## src/rtl/usbh_ft_pkg.sv

```systemverilog
package usbh_ft_pkg;

    localparam int IO_AW       = 3;
    localparam int IO_DW       = 16;
    localparam int ADDR_W      = 32;
    localparam int ALIGN_W     = 12;
    localparam int BASE_HI_W   = ADDR_W - ALIGN_W;
    localparam int FIDX_W      = 11;
    localparam int SLOT_W      = 10;
    localparam int SOFT_W      = 7;
    localparam int EVT_W       = 5;
    localparam int CMD_W       = 8;
    localparam logic [SOFT_W-1:0] SOFT_DEFAULT = 7'h40;

    typedef enum logic [IO_AW-1:0] {
        REG_CMD    = 3'd0,
        REG_STS    = 3'd1,
        REG_FRNUM  = 3'd2,
        REG_SOFMOD = 3'd3
    } reg_sel_e;

    // command bits, bit 7 down to bit 0
    typedef struct packed {
        logic max_pkt;
        logic cfg_flag;
        logic sw_debug;
        logic force_resume;
        logic global_suspend;
        logic global_reset;
        logic hc_reset;
        logic run;
    } cmd_t;

    // sticky status bits, bit 4 down to bit 0
    typedef struct packed {
        logic proc_err;
        logic host_err;
        logic resume;
        logic err_int;
        logic usb_int;
    } sts_ev_t;

    typedef enum logic {
        TM_HALT = 1'b0,
        TM_RUN  = 1'b1
    } tm_state_e;

    function automatic logic [ADDR_W-1:0] slot_addr(
        input logic [BASE_HI_W-1:0] base_hi,
        input logic [FIDX_W-1:0]    idx
    );
        return {base_hi, idx[SLOT_W-1:0], 2'b00};
    endfunction

endpackage

```

## src/rtl/usbh_ft_regs.sv

```systemverilog
module usbh_ft_regs
    import usbh_ft_pkg::*;
(
    input  logic                  clk,
    input  logic                  rst,
    input  logic [IO_AW-1:0]      io_addr,
    input  logic                  io_we,
    input  logic [IO_DW-1:0]      io_wdata,
    output logic [IO_DW-1:0]      io_rdata,
    input  logic                  base_we,
    input  logic [ADDR_W-1:0]     base_wdata,
    input  logic [EVT_W-1:0]      sts_evt,
    input  logic                  halted,
    input  logic [FIDX_W-1:0]     frame_idx,
    output cmd_t                  cmd,
    output logic [SOFT_W-1:0]     sof_timing,
    output logic [BASE_HI_W-1:0]  base_hi,
    output logic                  idx_we
);

    cmd_t                 cmd_q;
    sts_ev_t              sts_q;
    logic [SOFT_W-1:0]    soft_q;
    logic [BASE_HI_W-1:0] base_q;
    logic                 wr_cmd, wr_sts, wr_soft;
    logic [EVT_W-1:0]     clr_mask;
    logic                 unused_bits;

    assign wr_cmd   = io_we && (io_addr == REG_CMD);
    assign wr_sts   = io_we && (io_addr == REG_STS);
    assign wr_soft  = io_we && (io_addr == REG_SOFMOD);
    assign idx_we   = io_we && (io_addr == REG_FRNUM);
    assign clr_mask = wr_sts ? io_wdata[EVT_W-1:0] : '0;

    always_ff @(posedge clk) begin
        if (rst || cmd_q.hc_reset) begin
            cmd_q  <= '0;
            sts_q  <= '0;
            soft_q <= SOFT_DEFAULT;
            base_q <= '0;
        end else begin
            if (wr_cmd)
                cmd_q <= cmd_t'(io_wdata[CMD_W-1:0]);
            if (wr_soft)
                soft_q <= io_wdata[SOFT_W-1:0];
            if (base_we)
                base_q <= base_wdata[ADDR_W-1:ALIGN_W];
            // an event in the same cycle as a clear wins
            sts_q <= sts_ev_t'((sts_q & ~clr_mask) | sts_evt);
        end
    end

    always_comb begin
        io_rdata = '0;
        case (io_addr)
            REG_CMD:    io_rdata = {{(IO_DW-CMD_W){1'b0}}, cmd_q};
            REG_STS:    io_rdata = {{(IO_DW-EVT_W-1){1'b0}}, halted, sts_q};
            REG_FRNUM:  io_rdata = {{(IO_DW-FIDX_W){1'b0}}, frame_idx};
            REG_SOFMOD: io_rdata = {{(IO_DW-SOFT_W){1'b0}}, soft_q};
            default:    io_rdata = '0;
        endcase
    end

    assign cmd         = cmd_q;
    assign sof_timing  = soft_q;
    assign base_hi     = base_q;
    assign unused_bits = ^{io_wdata[IO_DW-1:CMD_W], base_wdata[ALIGN_W-1:0]};

endmodule

```

## src/rtl/usbh_ft_timer.sv

```systemverilog
module usbh_ft_timer
    import usbh_ft_pkg::*;
#(
    parameter int FRAME_BASE = 11936
)(
    input  logic               clk,
    input  logic               rst,
    input  logic               clr,
    input  logic               run_req,
    input  logic [SOFT_W-1:0]  sof_timing,
    input  logic               idx_we,
    input  logic [FIDX_W-1:0]  idx_wdata,
    output logic               running,
    output logic               sof,
    output logic [FIDX_W-1:0]  frame_idx
);

    localparam int LEN_MAX = FRAME_BASE + (1 << SOFT_W) - 1;
    localparam int CNT_W   = $clog2(LEN_MAX + 1);

    tm_state_e          state_q;
    logic [CNT_W-1:0]   cnt_q;
    logic [CNT_W-1:0]   last_cnt;
    logic [FIDX_W-1:0]  idx_q;
    logic               frame_end;

    assign last_cnt  = CNT_W'(FRAME_BASE - 1) + CNT_W'(sof_timing);
    assign frame_end = (state_q == TM_RUN) && (cnt_q == last_cnt);

    always_ff @(posedge clk) begin
        if (rst || clr) begin
            state_q <= TM_HALT;
            cnt_q   <= '0;
            idx_q   <= '0;
        end else begin
            case (state_q)
                TM_HALT: begin
                    if (idx_we)
                        idx_q <= idx_wdata;
                    if (run_req) begin
                        state_q <= TM_RUN;
                        cnt_q   <= '0;
                    end
                end
                TM_RUN: begin
                    if (frame_end) begin
                        cnt_q <= '0;
                        idx_q <= idx_q + 1'b1;
                        if (!run_req)
                            state_q <= TM_HALT;
                    end else begin
                        cnt_q <= cnt_q + 1'b1;
                    end
                end
                default: state_q <= TM_HALT;
            endcase
        end
    end

    assign running   = (state_q == TM_RUN);
    assign sof       = running && (cnt_q == '0);
    assign frame_idx = idx_q;

endmodule

```

## src/rtl/usbh_ft_addr.sv

```systemverilog
module usbh_ft_addr
    import usbh_ft_pkg::*;
(
    input  logic [BASE_HI_W-1:0] base_hi,
    input  logic [FIDX_W-1:0]    frame_idx,
    input  logic                 sof,
    output logic [ADDR_W-1:0]    entry_addr,
    output logic                 fetch
);

    assign entry_addr = slot_addr(base_hi, frame_idx);
    assign fetch      = sof;

endmodule

```

## src/rtl/usbh_frame_timer.sv

```systemverilog
module usbh_frame_timer
    import usbh_ft_pkg::*;
#(
    parameter int FRAME_BASE = 11936
)(
    input  logic               clk,
    input  logic               rst,
    input  logic [2:0]         io_addr,
    input  logic               io_we,
    input  logic [15:0]        io_wdata,
    output logic [15:0]        io_rdata,
    input  logic               base_we,
    input  logic [31:0]        base_wdata,
    output logic [31:0]        base_rdata,
    input  logic [4:0]         sts_evt,
    output logic               sof_pulse,
    output logic [10:0]        frame_num,
    output logic [31:0]        fl_entry_addr,
    output logic               fl_fetch
);

    cmd_t                  cmd;
    logic [SOFT_W-1:0]     sof_timing;
    logic [BASE_HI_W-1:0]  base_hi;
    logic                  idx_we;
    logic                  running;
    logic                  halted;
    logic                  run_stop;
    logic                  hc_reset;

    assign halted   = !running;
    assign run_stop = cmd.run;
    assign hc_reset = cmd.hc_reset;

    usbh_ft_regs u_regs (
        .clk        (clk),
        .rst        (rst),
        .io_addr    (io_addr),
        .io_we      (io_we),
        .io_wdata   (io_wdata),
        .io_rdata   (io_rdata),
        .base_we    (base_we),
        .base_wdata (base_wdata),
        .sts_evt    (sts_evt),
        .halted     (halted),
        .frame_idx  (frame_num),
        .cmd        (cmd),
        .sof_timing (sof_timing),
        .base_hi    (base_hi),
        .idx_we     (idx_we)
    );

    usbh_ft_timer #(
        .FRAME_BASE (FRAME_BASE)
    ) u_timer (
        .clk        (clk),
        .rst        (rst),
        .clr        (hc_reset),
        .run_req    (run_stop),
        .sof_timing (sof_timing),
        .idx_we     (idx_we),
        .idx_wdata  (io_wdata[FIDX_W-1:0]),
        .running    (running),
        .sof        (sof_pulse),
        .frame_idx  (frame_num)
    );

    usbh_ft_addr u_addr (
        .base_hi    (base_hi),
        .frame_idx  (frame_num),
        .sof        (sof_pulse),
        .entry_addr (fl_entry_addr),
        .fetch      (fl_fetch)
    );

    assign base_rdata = {base_hi, {ALIGN_W{1'b0}}};

endmodule

```

## config.mk

```make
export PLATFORM = sky130hd
export DESIGN_NAME = usbh_frame_timer
export DESIGN_NICKNAME = d
export VERILOG_FILES = /design/src/rtl/usbh_ft_pkg.sv /design/src/rtl/usbh_ft_regs.sv /design/src/rtl/usbh_ft_timer.sv /design/src/rtl/usbh_ft_addr.sv /design/src/rtl/usbh_frame_timer.sv
export SDC_FILE = /design/constraint.sdc
export NUM_CORES = 1
export LEC_CHECK = 0
export BUFFER_PORTS_ARGS = -buffer_cell sky130_fd_sc_hd__buf_2
export CORE_ASPECT_RATIO = 0.9
export CORE_UTILIZATION = 35
export CTS_BUF_LIST = sky130_fd_sc_hd__clkbuf_2 sky130_fd_sc_hd__clkbuf_4 sky130_fd_sc_hd__clkbuf_8
export CTS_CLUSTER_SIZE = 30
export DETAILED_ROUTE_END_ITERATION = 10
export GPL_TIMING_DRIVEN = 1
export HOLD_SLACK_MARGIN = 0.05
export SYNTH_ARGS = -nofsm -noshare
export SYNTH_HDL_FRONTEND = slang
export SYNTH_SLANG_ARGS = --single-unit
```

## constraint.sdc

```tcl
create_clock -name clk -period 3.12 [get_ports clk]
set_clock_uncertainty 0.05 [all_clocks]
set_input_delay 0.78 -clock clk [delete_from_list [all_inputs] [get_ports clk]]
set_output_delay 0.78 -clock clk [all_outputs]
set_load 0.01 [all_outputs]
```

### After elaboration in Yosys (flattened, before gate mapping)

Index checks and enable logic that the tools add are counted.

| storage, ports and cells | value |
|---|---|
| input port bits | 60 |
| flip-flop bits (word level) | 66 |
| word-level logic and storage cells | 54 |

| cells by class | value |
|---|---|
| $add $sub $neg | 3 |
| bitwise operators | 4 |
| eq/ne operators | 7 |
| muxes and demuxes | 11 |
| reductions and logical operators | 11 |

Operator list:

| cell | number |
|---|---|
| 11-bit case mux with 4 select lines | 1 |
| 14-bit two-way mux | 2 |
| 14-bit case mux with 2 select lines | 1 |
| 11-bit two-way mux | 2 |
| 11-bit case mux with 2 select lines | 1 |
| 14-bit by 1-bit adder with 14-bit output, second input constant | 1 |
| 14-bit by 7-bit adder with 14-bit output, first input constant | 1 |
| 14-bit == test | 1 |
| 14-bit logical NOT | 1 |
| 11-bit by 1-bit adder with 11-bit output, second input constant | 1 |
| 3-bit by 2-bit == test with 1-bit output, second input constant | 2 |
| 1-bit logical AND | 6 |
| 2-bit inequality test, second input constant | 3 |
| 5-bit AND | 1 |
| 5-bit two-way mux | 1 |
| 5-bit NOT | 1 |
| 5-bit OR | 1 |
| 3-bit by 1-bit == test with 1-bit output, second input constant | 1 |
| 3-bit logical NOT | 1 |
| 1-bit two-way mux | 2 |
| 1-bit case mux with 2 select lines | 1 |
| 2-bit AND reduction | 1 |
| 1-bit logical NOT | 1 |
| 1-bit logical OR | 1 |
| 1-bit NOT | 1 |

### Depth between registers and ports, before layout

| logic depth | value |
|---|---|
| depth in word-level cells | 6 |
| gate-level depth with buffers | 9 |

### Modules after synthesis

From an unflattened synthesis, not the netlist that was laid out.

| second synthesis, totals | value |
|---|---|
| cell total of the unflattened synthesis | 473 |
| area total of the unflattened synthesis | 4067.7 um^2 |

Modules (own cells, without submodules):

| module | cells each | area an instance (um^2) | times used |
|---|---|---|---|
| usbh_ft_regs | 190 | 1918.1 | 1 |
| usbh_ft_timer | 235 | 1800.5 | 1 |
| usbh_ft_addr | 34 | 251.5 | 1 |
| usbh_frame_timer | 14 | 97.6 | 1 |

### Worst setup path before layout

No wires, ideal clock.

| path | value |
|---|---|
| path kind | input to output |
| from | input io_addr[0] |
| to | output io_rdata[3] |
| data arrival time | 1862 ps |
| stages on the path | 3 |
| setup slack | 428 ps |
| data required time | 2290 ps |
| cell sequence | buf_1 -> mux4_2 -> nor2b_1 |

| between the ends | value |
|---|---|
| word-level cells in the longest chain between the ends | 2 |
| elaborated cells on any way between the ends | 5 |
| those cells by class | eq/ne (3); mux (1); reduce/logical (1) |

RTL lines:

| element | RTL line | RTL |
|---|---|---|
| start: declaration | usbh_frame_timer.sv:8 | `input logic [2:0] io_addr,` |
| 3-bit by 2-bit == test with 1-bit output (tied with other cells) | usbh_ft_regs.sv:55 | `case (io_addr)` |
| 11-bit case mux with 4 select lines (*) | usbh_ft_regs.sv:55 |  |
| end: declaration | usbh_frame_timer.sv:11 | `output logic [15:0] io_rdata,` |

Every way passes the cells marked *; elsewhere a longest branch is shown, timed or not.

### Final worst setup path

| path | value |
|---|---|
| from | register u_regs.soft_q[1] (netlist: u_regs.sof_timing[1]) |
| to | register u_timer.cnt_q[6] |

| between the ends | value |
|---|---|
| word-level cells in the longest chain between the ends | 5 |

RTL lines:

| element | RTL line | RTL |
|---|---|---|
| start: declaration | usbh_ft_regs.sv:23 | `logic [SOFT_W-1:0] soft_q;` |
| start signal: assignment | usbh_ft_regs.sv:45 | `soft_q <= io_wdata[SOFT_W-1:0];` |
| 14-bit by 7-bit adder with 14-bit output | usbh_ft_timer.sv:27 | `assign last_cnt = CNT_W'(FRAME_BASE - 1) + CNT_W'(sof_timing);` |
| 14-bit == test | usbh_ft_timer.sv:28 | `assign frame_end = (state_q == TM_RUN) && (cnt_q == last_cnt);` |
| 1-bit logical AND | usbh_ft_timer.sv:28 |  |
| 14-bit two-way mux | usbh_ft_timer.sv:46 | `if (frame_end) begin` |
| 14-bit case mux with 2 select lines | usbh_ft_timer.sv:36 | `case (state_q)` |
| end signal: assignment | usbh_ft_timer.sv:52 | `cnt_q <= cnt_q + 1'b1;` |
| end: declaration | usbh_ft_timer.sv:22 | `logic [CNT_W-1:0] cnt_q;` |

Every way passes these cells.
A chain may end at the register's enable or synchronous reset.

==> results.ini <==
[hold_path]
worst_hold_path_type=flip-flop to flip-flop

[die]
die_w_um=111
initial_utilization=0.361
core_um2=10300
rows=35
dieArea_um2=11000
die_h_um=99.8
num_io_pins=153

[clock_network]
post_cts_resized=0
clkLatencyLatePin_ns=0.34
ctsHoldBuffers=0
post_cts_buffers=0
cts_sinks=66
cts_tree=yes
cts_buffer_depth=2
path_clk_slew_ns=0.08
cts-htree-levels=3
cts_buffers=9
cts_root_buf=clkbuf_8

[global_routing]
grt_pass1_wl_um=15100
antenna_found_initial=0
gr-total-overflow=0
grt_max_degree=42
grtUsageTotal=0.172
grt_pass1_vias=3098

[routing]
wirelength_um=9480
antenna_left=0
drc=0
drtIter0Drc=267
dr.pass1.iters=5
wire_per_inst_um=14.3
dr_total_vias=3419
viasPerCell=5.16

[setup_path]
endpoint_kind=flip-flop
worst-path-max-fanout=9
cp.arrival_ns=3.06
required_ns=3.28
cp-start-kind=flip-flop
path_class=flip-flop to flip-flop

[yosys]
ys_types=57
avgSynthCellArea_um2=8.38
yosysSeqAreaShare=0.355
synth-edff-count=0
synth_common_cells=66 x dfxtp_1, 65 x nand2_1, 50 x buf_4
yosys-top-cells-area=dfxtp_1 36%, buf_4 10%, nand2_1 6.6%
synth_seq_cells=66
synth_top_cell_area_share=0.355
syn_area_um2=3720
syn-instance-count=444
synthFlopType=dfxtp_1
synth_top_cell_by_area=dfxtp_1
yosysWarnings=0
yosysMostFrequentCell=dfxtp_1
async_flop_share=0

[timing]
maxSlewViolCount=0
tns_ns=0
fin_crit_ns=2.90
whs_ns=0.412
post-route-period-util=0.930
rsz0062_at_grt=no
fmax_mhz=345
finalHoldViolCount=0
relSlewSlack=0.527
setup_viol=0
worst_pin_slew_ns=0.706

[cells_and_area]
syn_to_final_growth_pct=17.9
antenna_cells=0
multi_input_area_um2=1980
drive_above_1_share=0.301
nets=593
fillers=1046
regArea_um2=1320

[place]
gp_congestion=0.870
hpwl_um=6970
numPortBuffers=116

[power_and_ir_drop]
power_density_nw_per_um2=456
ir_drop_mv=0.247
p_leak_nw=2.04
power.total_mw=2.00

[run_status]
status=completed

[run]
maxCapViolCount=0

area by class of cell:
type	instances	area share
Clock buffer	9	0.0282
Clock inverter	7	0.0268
Tap cell	129	0.0368
Sequential cell	66	0.301
Multi-Input combinational cell	319	0.452
Timing Repair Buffer	126	0.149
Inverter	7	0.00599
cell families (layout without fill, tap and decap cells):
group           after synthesis  count (layout)  share of synthesized area
other cells                   1              19                    0.00101
xor+xnor                     16              16                     0.0377
buf+inv                      77             149                      0.131
flops                        66              66                      0.355
compound gates               64              64                      0.126
simple gates                188             188                      0.240
mux                          28              28                     0.0959
fa+ha+maj                     4               4                     0.0135
layer usage:
metal,track usage,vias up,routed length (µm)
met3,0.0417,17,678
met4,0.0738,0,189
met2,0.271,167,4320
li1,-,1646,-
met1,0.225,1589,4290
met5,0,-,0
registers in the layout (all words and copies together) (netlist names):
| register | flops |
|---|---|
| u_timer.running | 1 |
| u_regs.sts_q | 5 |
| u_timer.frame_idx | 11 |
| u_timer.cnt_q | 14 |
| u_regs.base_hi | 20 |
| u_regs.sof_timing | 7 |
| u_regs.cmd | 8 |
worst max-delay path: stages, from the launching register on:
cell and delay, ns:
dfxtp_1 0.35, inv_1 0.07, ha_1 0.21, or4b_4 0.49, a221o_1 0.41, a211oi_4 0.32, nand4_1 0.27, buf_4 0.27
nand2_1 0.25, nor2_1 0.08
metrics by stage:
step / area (µm²) / util / worst slack [ns] / instances
final: 4390 / 0.426 / 0.220 / 663
after global routing: 4390 / 0.426 / 0.00138 / 663
after CTS: 4390 / 0.426 / 0.204 / 663
after detailed placement: 4150 / 0.403 / 0.217 / 647
after global placement: 4150 / 0.403 / 0.293 / 647
after floorplan: 3790 / - / 0.428 / 462
worst paths after layout:
path	start	end	slack, ns	cells past startpoint
worst min register to register	u_regs.cmd[2]$_SDFFE_PP0P_	u_regs.cmd[2]$_SDFFE_PP0P_	0.41	2
worst max-delay path	u_regs.sof_timing[1]$_SDFFE_PP0P_	u_timer.cnt_q[6]$_SDFFE_PP0P_	0.22	9
worst max register to register	u_regs.sof_timing[1]$_SDFFE_PP0P_	u_timer.cnt_q[6]$_SDFFE_PP0P_	0.22	9
worst min-delay path	u_regs.cmd[2]$_SDFFE_PP0P_	u_regs.cmd[2]$_SDFFE_PP0P_	0.41	2
cell usage in the layout, fill, tap and decap left out, types with 8 or more instances in the layout:
master	netlist	final
nand4_1	8	8
buf_2	1	116
nand2_1	65	65
nor2_1	49	49
clkbuf_8	0	9
mux2i_1	21	21
dfxtp_1	66	66
conb_1	1	19
nand3_1	18	18
xor2_1	13	13
a21oi_1	29	29
buf_4	50	10
power breakdown:
group / internal [mW] / switching [mW]
combinational: 0.0985 / 0.134
sequential: 0.871 / 0.0254
clock: 0.531 / 0.342
total: 1.50 / 0.501
No activity file was read; power rests on OpenSTA's default activity.
